## src/rtl/pen_trig_pkg.sv

```systemverilog
package pen_trig_pkg;

   typedef enum logic [2:0] {
      PT_OFF        = 3'd0,
      PT_IDLE       = 3'd1,
      PT_POLL       = 3'd2,
      PT_POLL_ARMED = 3'd3,
      PT_WAIT       = 3'd4
   } pt_state_e;

   // Ticks to the next poll: interval minus scan time, never below one tick.
   function automatic int unsigned pt_reload(input int unsigned interval,
                                             input int unsigned scan);
      return (scan < interval) ? (interval - scan) : 1;
   endfunction

endpackage

```

## src/rtl/pen_trig_sync.sv

```systemverilog
module pen_trig_sync #(
   parameter int STAGES = 2
) (
   input  logic clk,
   input  logic rst_n,
   input  logic d_i,
   output logic q_o
);
   generate
      if (STAGES < 2) begin : g_bad_stages
         $error("pen_trig_sync: STAGES must be at least 2");
      end
   endgenerate

   logic [STAGES-1:0] sh_q;

   always_ff @(posedge clk or negedge rst_n) begin
      if (!rst_n) sh_q <= '0;
      else        sh_q <= {sh_q[STAGES-2:0], d_i};
   end

   assign q_o = sh_q[STAGES-1];
endmodule

```

## src/rtl/pen_trig_tick.sv

```systemverilog
module pen_trig_tick #(
   parameter int DIV = 100
) (
   input  logic clk,
   input  logic rst_n,
   input  logic clr_i,
   output logic tick_o
);
   generate
      if (DIV < 1) begin : g_bad_div
         $error("pen_trig_tick: DIV must be at least 1");
      end

      if (DIV == 1) begin : g_pass
         logic unused_in;
         assign unused_in = clr_i ^ rst_n ^ clk;
         assign tick_o    = 1'b1;
      end else begin : g_div
         localparam int CW = $clog2(DIV);
         logic [CW-1:0] pc_q;

         always_ff @(posedge clk or negedge rst_n) begin
            if (!rst_n)                             pc_q <= '0;
            else if (clr_i || pc_q == CW'(DIV - 1)) pc_q <= '0;
            else                                    pc_q <= pc_q + 1'b1;
         end

         assign tick_o = (pc_q == CW'(DIV - 1));

         // a divided tick is never wider than one clock
         p_tick_single_r4: assert property (@(posedge clk) disable iff (!rst_n)
            tick_o && !clr_i |=> !tick_o);
      end
   endgenerate
endmodule

```

## src/rtl/pen_trig_timer.sv

```systemverilog
module pen_trig_timer #(
   parameter int TW = 16
) (
   input  logic          clk,
   input  logic          rst_n,
   input  logic          load_i,
   input  logic [TW-1:0] load_val_i,
   input  logic          cancel_i,
   input  logic          tick_i,
   output logic          expire_o
);
   logic          active_q;
   logic [TW-1:0] rem_q;

   assign expire_o = active_q && tick_i && (rem_q == TW'(1));

   always_ff @(posedge clk or negedge rst_n) begin
      if (!rst_n) begin
         active_q <= 1'b0;
         rem_q    <= '0;
      end else if (cancel_i) begin
         active_q <= 1'b0;
      end else if (load_i) begin
         active_q <= 1'b1;
         rem_q    <= load_val_i;
      end else if (active_q && tick_i) begin
         rem_q <= rem_q - 1'b1;
         if (rem_q == TW'(1)) active_q <= 1'b0;
      end
   end

   // a load never leaves a zero count behind
   p_reload_nonzero_r5: assert property (@(posedge clk) disable iff (!rst_n)
      load_i && !cancel_i |=> rem_q != '0);

   // a cancelled timer cannot expire in the next cycle
   p_cancel_quiet_r2: assert property (@(posedge clk) disable iff (!rst_n)
      cancel_i |=> !expire_o);
endmodule

```

## src/rtl/pen_trigger_ctrl.sv

```systemverilog
module pen_trigger_ctrl
   import pen_trig_pkg::*;
#(
   parameter int CLK_PER_TICK   = 100,
   parameter int TICK_W         = 16,
   parameter int INTERVAL_TICKS = 10000,
   parameter int MIN_POLLS      = 3,
   parameter int EXTRA_POLLS    = 3,
   parameter int SYNC_STAGES    = 2
) (
   input  logic              clk,
   input  logic              rst_n,
   input  logic              enable_i,
   input  logic              pen_irq_i,
   input  logic              scan_done_i,
   input  logic [TICK_W-1:0] scan_ticks_i,
   output logic              scan_trig_o,
   output logic              irq_mask_o,
   output logic              stray_expiry_o
);
   localparam int TOTAL_POLLS = MIN_POLLS + EXTRA_POLLS;
   localparam int CNT_W       = $clog2(TOTAL_POLLS + 1);

   generate
      if (INTERVAL_TICKS < 1 || INTERVAL_TICKS >= (2 ** TICK_W)) begin : g_bad_ivl
         $error("pen_trigger_ctrl: INTERVAL_TICKS must fit in TICK_W bits");
      end
      if (MIN_POLLS < 1 || EXTRA_POLLS < 0) begin : g_bad_polls
         $error("pen_trigger_ctrl: poll counts out of range");
      end
   endgenerate

   // ---------------- pen input ----------------
   logic pen_lvl;

   pen_trig_sync #(.STAGES(SYNC_STAGES)) u_sync (
      .clk   (clk),
      .rst_n (rst_n),
      .d_i   (pen_irq_i),
      .q_o   (pen_lvl)
   );

   // ---------------- timebase and timer ----------------
   logic              tmr_load, tmr_cancel, tmr_exp, tick;
   logic [TICK_W-1:0] tmr_val;

   pen_trig_tick #(.DIV(CLK_PER_TICK)) u_tick (
      .clk    (clk),
      .rst_n  (rst_n),
      .clr_i  (tmr_load),
      .tick_o (tick)
   );

   pen_trig_timer #(.TW(TICK_W)) u_timer (
      .clk        (clk),
      .rst_n      (rst_n),
      .load_i     (tmr_load),
      .load_val_i (tmr_val),
      .cancel_i   (tmr_cancel),
      .tick_i     (tick),
      .expire_o   (tmr_exp)
   );

   // ---------------- control ----------------
   pt_state_e         state_q, state_d;
   logic              mask_q, mask_d;
   logic              trig_q, trig_d;
   logic              stray_q, stray_d;
   logic [CNT_W-1:0]  cnt_q, cnt_d, cnt_inc;
   logic [TICK_W-1:0] scan_reload;
   logic              pen_evt;

   assign scan_reload = TICK_W'(pt_reload(INTERVAL_TICKS, 32'(scan_ticks_i)));
   assign cnt_inc     = cnt_q + 1'b1;
   assign pen_evt     = pen_lvl && !mask_q && enable_i && (state_q != PT_OFF);

   always_comb begin
      state_d    = state_q;
      mask_d     = mask_q;
      cnt_d      = cnt_q;
      trig_d     = 1'b0;
      stray_d    = 1'b0;
      tmr_load   = 1'b0;
      tmr_cancel = 1'b0;
      tmr_val    = scan_reload;

      if (!enable_i) begin
         state_d    = PT_OFF;
         mask_d     = 1'b1;
         tmr_cancel = 1'b1;
      end else if (state_q == PT_OFF) begin
         state_d = PT_IDLE;
         mask_d  = 1'b0;
      end else if (pen_evt) begin
         tmr_cancel = 1'b1;
         cnt_d      = '0;
         mask_d     = 1'b1;
         trig_d     = 1'b1;
         state_d    = PT_WAIT;
      end else if (tmr_exp) begin
         unique case (state_q)
            PT_WAIT: begin
               if (cnt_q < CNT_W'(TOTAL_POLLS)) begin
                  cnt_d    = cnt_inc;
                  tmr_load = 1'b1;
                  tmr_val  = TICK_W'(INTERVAL_TICKS);
                  if (cnt_inc >= CNT_W'(MIN_POLLS)) begin
                     mask_d  = 1'b0;
                     state_d = PT_POLL_ARMED;
                  end else begin
                     state_d = PT_POLL;
                  end
               end else begin
                  state_d = PT_IDLE;
                  mask_d  = 1'b0;
               end
            end
            PT_POLL_ARMED: begin
               mask_d  = 1'b1;
               trig_d  = 1'b1;
               state_d = PT_WAIT;
            end
            PT_POLL: begin
               trig_d  = 1'b1;
               state_d = PT_WAIT;
            end
            PT_IDLE: stray_d = 1'b1;
            default: ;
         endcase
      end else if (scan_done_i) begin
         tmr_load = 1'b1;
      end
   end

   always_ff @(posedge clk or negedge rst_n) begin
      if (!rst_n) begin
         state_q <= PT_OFF;
         mask_q  <= 1'b1;
         cnt_q   <= '0;
         trig_q  <= 1'b0;
         stray_q <= 1'b0;
      end else begin
         state_q <= state_d;
         mask_q  <= mask_d;
         cnt_q   <= cnt_d;
         trig_q  <= trig_d;
         stray_q <= stray_d;
      end
   end

   assign scan_trig_o    = trig_q;
   assign irq_mask_o     = mask_q;
   assign stray_expiry_o = stray_q;

   // ---------------- assertions ----------------
   // shutdown always keeps the interrupt masked
   p_off_masked_r1: assert property (@(posedge clk) disable iff (!rst_n)
      state_q == PT_OFF |-> irq_mask_o);

   // dropping enable lands in shutdown, masked, with no trigger
   p_disable_r2: assert property (@(posedge clk) disable iff (!rst_n)
      !enable_i |=> (state_q == PT_OFF) && irq_mask_o && !scan_trig_o);

   // a trigger is one clock wide and the interrupt is masked with it
   p_trig_single_r3: assert property (@(posedge clk) disable iff (!rst_n)
      scan_trig_o |=> !scan_trig_o);
   p_trig_masked_r3: assert property (@(posedge clk) disable iff (!rst_n)
      scan_trig_o |-> irq_mask_o);

   // the armed poll state runs unmasked
   p_armed_open_r7: assert property (@(posedge clk) disable iff (!rst_n)
      state_q == PT_POLL_ARMED |-> !irq_mask_o);

   // poll count stays bounded and standby is unmasked
   p_cnt_bound_r8: assert property (@(posedge clk) disable iff (!rst_n)
      cnt_q <= CNT_W'(TOTAL_POLLS));
   p_idle_open_r8: assert property (@(posedge clk) disable iff (!rst_n)
      state_q == PT_IDLE |-> !irq_mask_o);

   // while masked, only a timer expiry may produce a trigger
   p_masked_ignore_r9: assert property (@(posedge clk) disable iff (!rst_n)
      irq_mask_o && !tmr_exp |=> !scan_trig_o);

   // the stray flag comes only from standby
   p_stray_src_r10: assert property (@(posedge clk) disable iff (!rst_n)
      stray_expiry_o |-> $past(state_q) == PT_IDLE);
endmodule

```

## config.mk

```make
export PLATFORM = sky130hd
export DESIGN_NAME = pen_trigger_ctrl
export DESIGN_NICKNAME = d
export VERILOG_FILES = /design/src/rtl/pen_trig_pkg.sv /design/src/rtl/pen_trig_sync.sv /design/src/rtl/pen_trig_tick.sv /design/src/rtl/pen_trig_timer.sv /design/src/rtl/pen_trigger_ctrl.sv
export SDC_FILE = /design/constraint.sdc
export NUM_CORES = 1
export LEC_CHECK = 0
export BUFFER_PORTS_ARGS = -buffer_cell sky130_fd_sc_hd__buf_2
export CAP_MARGIN = 20
export CORE_UTILIZATION = 55
export CTS_CLUSTER_SIZE = 10
export DETAILED_ROUTE_END_ITERATION = 16
export GPL_TIMING_DRIVEN = 0
export HOLD_SLACK_MARGIN = 0.05
export PLACE_DENSITY = 0.78
export SLEW_MARGIN = 5
export SYNTH_ARGS = -nofsm -noshare
export SYNTH_HDL_FRONTEND = slang
export SYNTH_SLANG_ARGS = --single-unit
export TNS_END_PERCENT = 100
```

## constraint.sdc

```tcl
create_clock -name clk -period 5.2 [get_ports clk]
set_clock_uncertainty 0.2 [all_clocks]
set_input_delay 0.52 -clock clk [delete_from_list [all_inputs] [get_ports clk]]
set_output_delay 0.52 -clock clk [all_outputs]
set_load 0.1 [all_outputs]
```

==> impl_metrics.ini, run 1 <==
[timing]
fin_tns_setup_ns = 0
hold_violations = 0
whs_ns = 0.0948
timing.final.crit_share = 0.590
finalSetupViolCount = 0
slew_headroom = 0.497
worst_pin_slew_ns = 0.754
rsz0062_at_grt = false
max_freq_ghz = 0.326
finalCriticalPeriod_ns = 3.07
slew_viol_final = 0

[critical_path]
worstSetupPathType = reg -> reg
cp_cell_sequence = clkbuf_1 > o31ai_1 > nor2_1 > a31oi_1 > or2_2 > clkbuf_1 > nor3_1 > a211o_1
crit_top_cell = clkbuf_1
start_kind = register
cp-end-kind = register
slowest_stage = a31oi_1
cp.required_ns = 5.18
critPathArrivalTime_ns = 3.05
slowest_delay_ns = 0.54
cp_max_fo = 10

[detailed_routing]
drc_errors = 0
wire_per_inst_um = 14.5
antenna_left = 0
drtIter0Drc = 139
via_count = 2115
vias_per_cell = 5.89
wl_mm = 5.21
first_pass_iters = 5

[clock_network]
clockRootBuffer = clkbuf_8
cts_tree = done
clockBufferDepth = 2
cts-hold-fix-buffers = 0
ctsResizeCount = 0
clk_pin_slew_ns = 0.07
cts_max_level = 2
numCtsBuffers = 5
clk_latency_ns = 0.29
cts_setup_buffers = 0
cts.sinks = 35

[synth]
syn_area_sq_mm = 0.00236
ys_top_cells_by_area = dfrtp_1 36%, nor2_1 5.3%, nand2_1 4.6%, ha_1 3.7%, xor2_1 3.7%
synth_ff_type = dfrtp_1
synth_edf_count = 0
ys_seq_area_frac = 0.372
async_flop_share = 1.00
syn_inst = 278
yosysWarnings = 0
syn-num-nets = 306
synth_seq_cells = 35
yosysTopAreaCellShare = 0.361
yosysUniqueCellTypes = 61
syn_area_per_cell_sq_um = 8.48
yosysTopAreaCell = dfrtp_1

[floorplan]
design.core.area_sq_mm = 0.00406
fp.dieArea_sq_mm = 0.00455
io_pins = 24
rows = 23
initial_core_util = 0.581
die_x_um = 67.5
die_h_um = 67.5

[pwr]
finalPower_uw = 1030
powerDensity_mw_per_mm2 = 389
vdd_ir_drop_max_v = 0.000262
cellLeakagePower_uw = 0.00116

[final_layout]
antenna-diode-count = 0
final_nets = 336
final_cell_mix = 34 x dfrtp_1, 33 x nor2_1, 29 x nand2_1, 24 x buf_2, 16 x a21oi_1
drive_above_1_share = 0.152
final_cells = 359
layout_commonest_cell = dfrtp_1
area_growth_syn_to_layout_pct = 12.3
finalCoreUtilization = 0.653

[placement]
port-buffer-count = 23
dp_cells = 351
gp_congestion = 0.861
dp_hpwl_mm = 3.84

[run_status]
status = completed

[worst_hold_path]
hold_class = in -> async

[grt]
grt_pass1_vias = 1849
grt_max_degree = 36
grt_usage = 0.247
grt_first_pass_wirelength_mm = 8.34
grt_antenna_before_repair = 0
grt_overflow = 0

[flow_run]
cap_violations = 0
[flip-flops by register name, indices dropped and copies added (netlist names)]
name               count
u_timer.rem_q         16
u_sync.sh_q            2
scan_trig_o            1
state_q                3
stray_expiry_o         1
cnt_q                  3
u_timer.active_q       1
u_tick.g_div.pc_q      7
irq_mask_o             1
[per-stage QoR]
step / instance area [sq um] / setup WS (ns)
finish: 2650 / 2.13
global route: 2650 / 1.92
CTS: 2650 / 2.20
detailed placement: 2540 / 2.23
global placement: 2540 / 2.22
floorplan: 2360 / 2.41
[cell families (layout without fill, tap and decap cells)]
kind of cell	count (synthesis)	after routing	share of synthesized area
adder cells (fa/ha/maj)	7	7	0.0371
multiplexers	1	1	0.00424
XOR/XNOR	17	17	0.0631
AO/OA/AOI/OAI	69	69	0.194
buffers and inverters	25	56	0.0515
flip-flops	35	35	0.372
AND/OR/NAND/NOR	124	124	0.278
[routing by layer]
metal,part of all wire,vias to the layer above,global-route usage
met4,0.011,0,0.0878
met3,0.044,6,0.0456
met2,0.46,58,0.379
li1,-,1069,-
met5,0,-,0
met1,0.49,982,0.344
[path summary, 6_finish.rpt]
check / start / endpoint / slack (ns) / cells past startpoint
max in group asynchronous: rst_n / u_timer.rem_q[13]$_DFFE_PN0P_ / 4.23 / 1
min in group clk: pen_irq_i / u_sync.sh_q[0]$_DFF_PN0_ / 0.13 / 1
worst min-delay path: rst_n / u_sync.sh_q[1]$_DFF_PN0_ / 0.09 / 1
worst max-delay path: state_q[1]$_DFFE_PN0P_ / u_timer.rem_q[5]$_DFFE_PN0P_ / 2.13 / 8
worst min register to register: u_sync.sh_q[0]$_DFF_PN0_ / u_sync.sh_q[1]$_DFF_PN0_ / 0.15 / 0
worst max register to register: state_q[1]$_DFFE_PN0P_ / u_timer.rem_q[5]$_DFFE_PN0P_ / 2.13 / 8
[synth_stat cells (all sizes together) (3+ instances only)]
cell type and number:
and3 4, nand2 29, o211ai 3, nand3 10, xor2 10, inv 12
xnor2 7, a31oi 3, nor3 12, nor2b 3, o21ai 15, clkbuf 8
buf 5, ha 7, dfrtp 34, nand2b 4, nor2 33, nand4 3
a311oi 3, o22ai 4, nor4 7, a21oi 16, or4 3, a21o 3
[final cells by class]
cell class / count / area, sq um
multi-input cells: 218 / 1360
fillers: 350 / 1410
clock buffers: 5 / 68.8
well taps: 50 / 62.6
flip-flops and latches: 35 / 877
clock inverters: 3 / 43.8
repair buffers: 23 / 115
plain buffers: 13 / 76.3
inverters: 12 / 45.0
[critical path, delay by kind of cell (launching register included)]
family,cells,cell delay (ns)
simple gates,3,0.54
buf+inv,2,0.61
flops,1,0.37
compound gates,3,1.24
[power breakdown]
group / total, uW / switching, uW / internal (uW)
Combinational: 355 / 210 / 145
Clock: 245 / 103 / 143
Sequential: 432 / 79.7 / 352
Total: 1030 / 392 / 639
No activity file was read; power rests on OpenSTA's default activity.
==> run 2: changes to the inputs <==
- clock period: 5.2 -> 3 ns (I/O delays scaled with it)
==> run 2 against run 1 <==
Effect of this change:
- utilization rose by 0.92 points
- clock power up 74%
- design area rose by 1.4%
- cell count rose by 0.56%
==> impl_metrics.ini, run 2 (same netlist as run 1, synthesis figures left out) <==
[run_status]
status = completed

[grt]
grt_overflow = 0
grt_usage = 0.247
grt_first_pass_wirelength_mm = 8.34
grt_max_degree = 36
grt_antenna_before_repair = 0
grt_pass1_vias = 1847

[placement]
port-buffer-count = 23
dp_hpwl_mm = 3.84
dpl_cell_area_sq_mm = 0.00254
dp_cells = 351
gp_congestion = 0.861

[pwr]
powerDensity_mw_per_mm2 = 670
cellLeakagePower_uw = 0.00117
vdd_ir_drop_max_v = 0.000455
finalPower_uw = 1800

[timing]
rsz0062_at_grt = false
finalCriticalPeriod_ns = 2.83
finalSetupViolCount = 0
timing.final.crit_share = 0.945
fin_tns_setup_ns = 0
max_freq_ghz = 0.353
hold_violations = 0
slew_headroom = 0.498
slew_viol_final = 0
worst_pin_slew_ns = 0.753

[flow_run]
cap_violations = 0

[detailed_routing]
antenna_left = 0
wl_mm = 5.27
via_count = 2134
wire_per_inst_um = 14.6
route.met3.wl_um = 203
first_pass_iters = 5
routed.top_layer = met4
wl_met2_mm = 2.42
drtIter0Drc = 142
vias_per_cell = 5.91
met1Wirelength_mm = 2.58
drc_errors = 0

[clock_network]
clk_latency_ns = 0.29
cts_setup_buffers = 0
clk_pin_slew_ns = 0.07
clockBufferDepth = 2
clockRootBuffer = clkbuf_8
numCtsBuffers = 5
cts_tree = done
cts.sinks = 35
cts_max_level = 2

[floorplan]
design.core.area_sq_mm = 0.00406
initial_core_util = 0.581
fp.dieArea_sq_mm = 0.00455
die_h_um = 67.5
rows = 23
die_x_um = 67.5
io_pins = 24

[critical_path]
start_kind = register
slowest_delay_ns = 0.53
cp-end-kind = register
crit_family = simple AND/OR/NAND/NOR gates
cp_max_fo = 8
path_buf_inv = 3
cp_cell_sequence = inv_1 > ha_1 > nor4b_2 > nand4_2 > or4_4 > buf_6 > and2_4 > buf_6 > a21o_1 > a211o_1
cp.required_ns = 2.98
slowest_stage = or4_4
worstSetupPathType = reg -> reg
critPathArrivalTime_ns = 2.81
crit_top_cell = buf_6

[final_layout]
finalCoreUtilization = 0.662
final_cell_mix = 34 x dfrtp_1, 33 x nor2_1, 29 x nand2_1, 23 x buf_2, 16 x a21oi_1
largest_registers = u_timer.rem_q (16), u_tick.g_div.pc_q (7)
final_nets = 338
regMostFlops = u_timer.rem_q
largest_reg_flops = 16
antenna-diode-count = 0
drive_above_1_share = 0.164
fill_cells = 343
layout_commonest_cell = dfrtp_1
final_area_sq_mm = 0.00269
area_growth_syn_to_layout_pct = 13.9
final_cells = 361

[worst_hold_path]
hold_class = in -> reg
==> run 2: changes by cell type in the layout (fill, tap and decap cells not counted) <==
cell | previous run | this run
a31oi_1 | 3 | 2
clkbuf_4 | 0 | 1
nor4b_1 | 2 | 1
a31oi_2 | 0 | 1
buf_2 | 24 | 23
nor4b_2 | 0 | 1
clkbuf_1 | 8 | 6
clkbuf_2 | 0 | 2
dlygate4sd3_1 | 0 | 2
==> run 2: path summary, 6_finish.rpt <==
path / start / endpoint / slack (ns) / depth (start not counted)
max: u_timer.rem_q[1]$_DFFE_PN0P_ / u_timer.rem_q[5]$_DFFE_PN0P_ / 0.17 / 10
min: enable_i / state_q[2]$_DFFE_PN0P_ / 0.09 / 3
max reg2reg: u_timer.rem_q[1]$_DFFE_PN0P_ / u_timer.rem_q[5]$_DFFE_PN0P_ / 0.17 / 10
min reg2reg: u_sync.sh_q[0]$_DFF_PN0_ / u_sync.sh_q[1]$_DFF_PN0_ / 0.15 / 0
max in group asynchronous: rst_n / u_timer.rem_q[13]$_DFFE_PN0P_ / 1.71 / 2
min in group asynchronous: rst_n / state_q[2]$_DFFE_PN0P_ / 0.41 / 2
==> run 2: per-layer routing <==
layer | vias to the layer above | global-route usage
met3 | 8 | 0.0456
met5 | - | 0
met2 | 52 | 0.380
li1 | 1075 | -
met1 | 999 | 0.344
met4 | 0 | 0.0878
==> run 2: cell type report <==
type	instances	area [sq um]	share of cell area
clock buffers	5	68.8	0.0256
clock inverters	3	43.8	0.0163
multi-input cells	218	1370	0.511
plain buffers	13	81.3	0.0303
inverters	12	45.0	0.0168
repair buffers	25	135	0.0503
well taps	50	62.6	0.0233
flip-flops and latches	35	877	0.327
==> run 2: through the flow <==
stage	worst slack [ns]	hold slack, ns
6_report	0.166	0.0892
5_1_grt	0.00162	0.0987
3_5_place_dp	0.0310	0.136
4_1_cts	0.0198	0.0780
2_1_floorplan	0.206	-0.196
3_3_place_gp	0.0201	0.134
==> run 2: tightest hold or removal path, cell delays in order <==
cell	delay, ns
buf_2	0.14
o31ai_1	0.07
nor2_1	0.04
==> run 2: repair_timing <==
action	CTS	global route
endpoints found under the setup margin	1	10
hold endpoints to repair	35	0
gates resized for setup	1	6
hold buffers	2	0
pin swaps	0	0
==> run 2: power by group <==
part / switching [uW] / internal (uW) / total, uW
clock network: 179 / 247 / 426
registers: 139 / 610 / 749
logic: 369 / 257 / 626
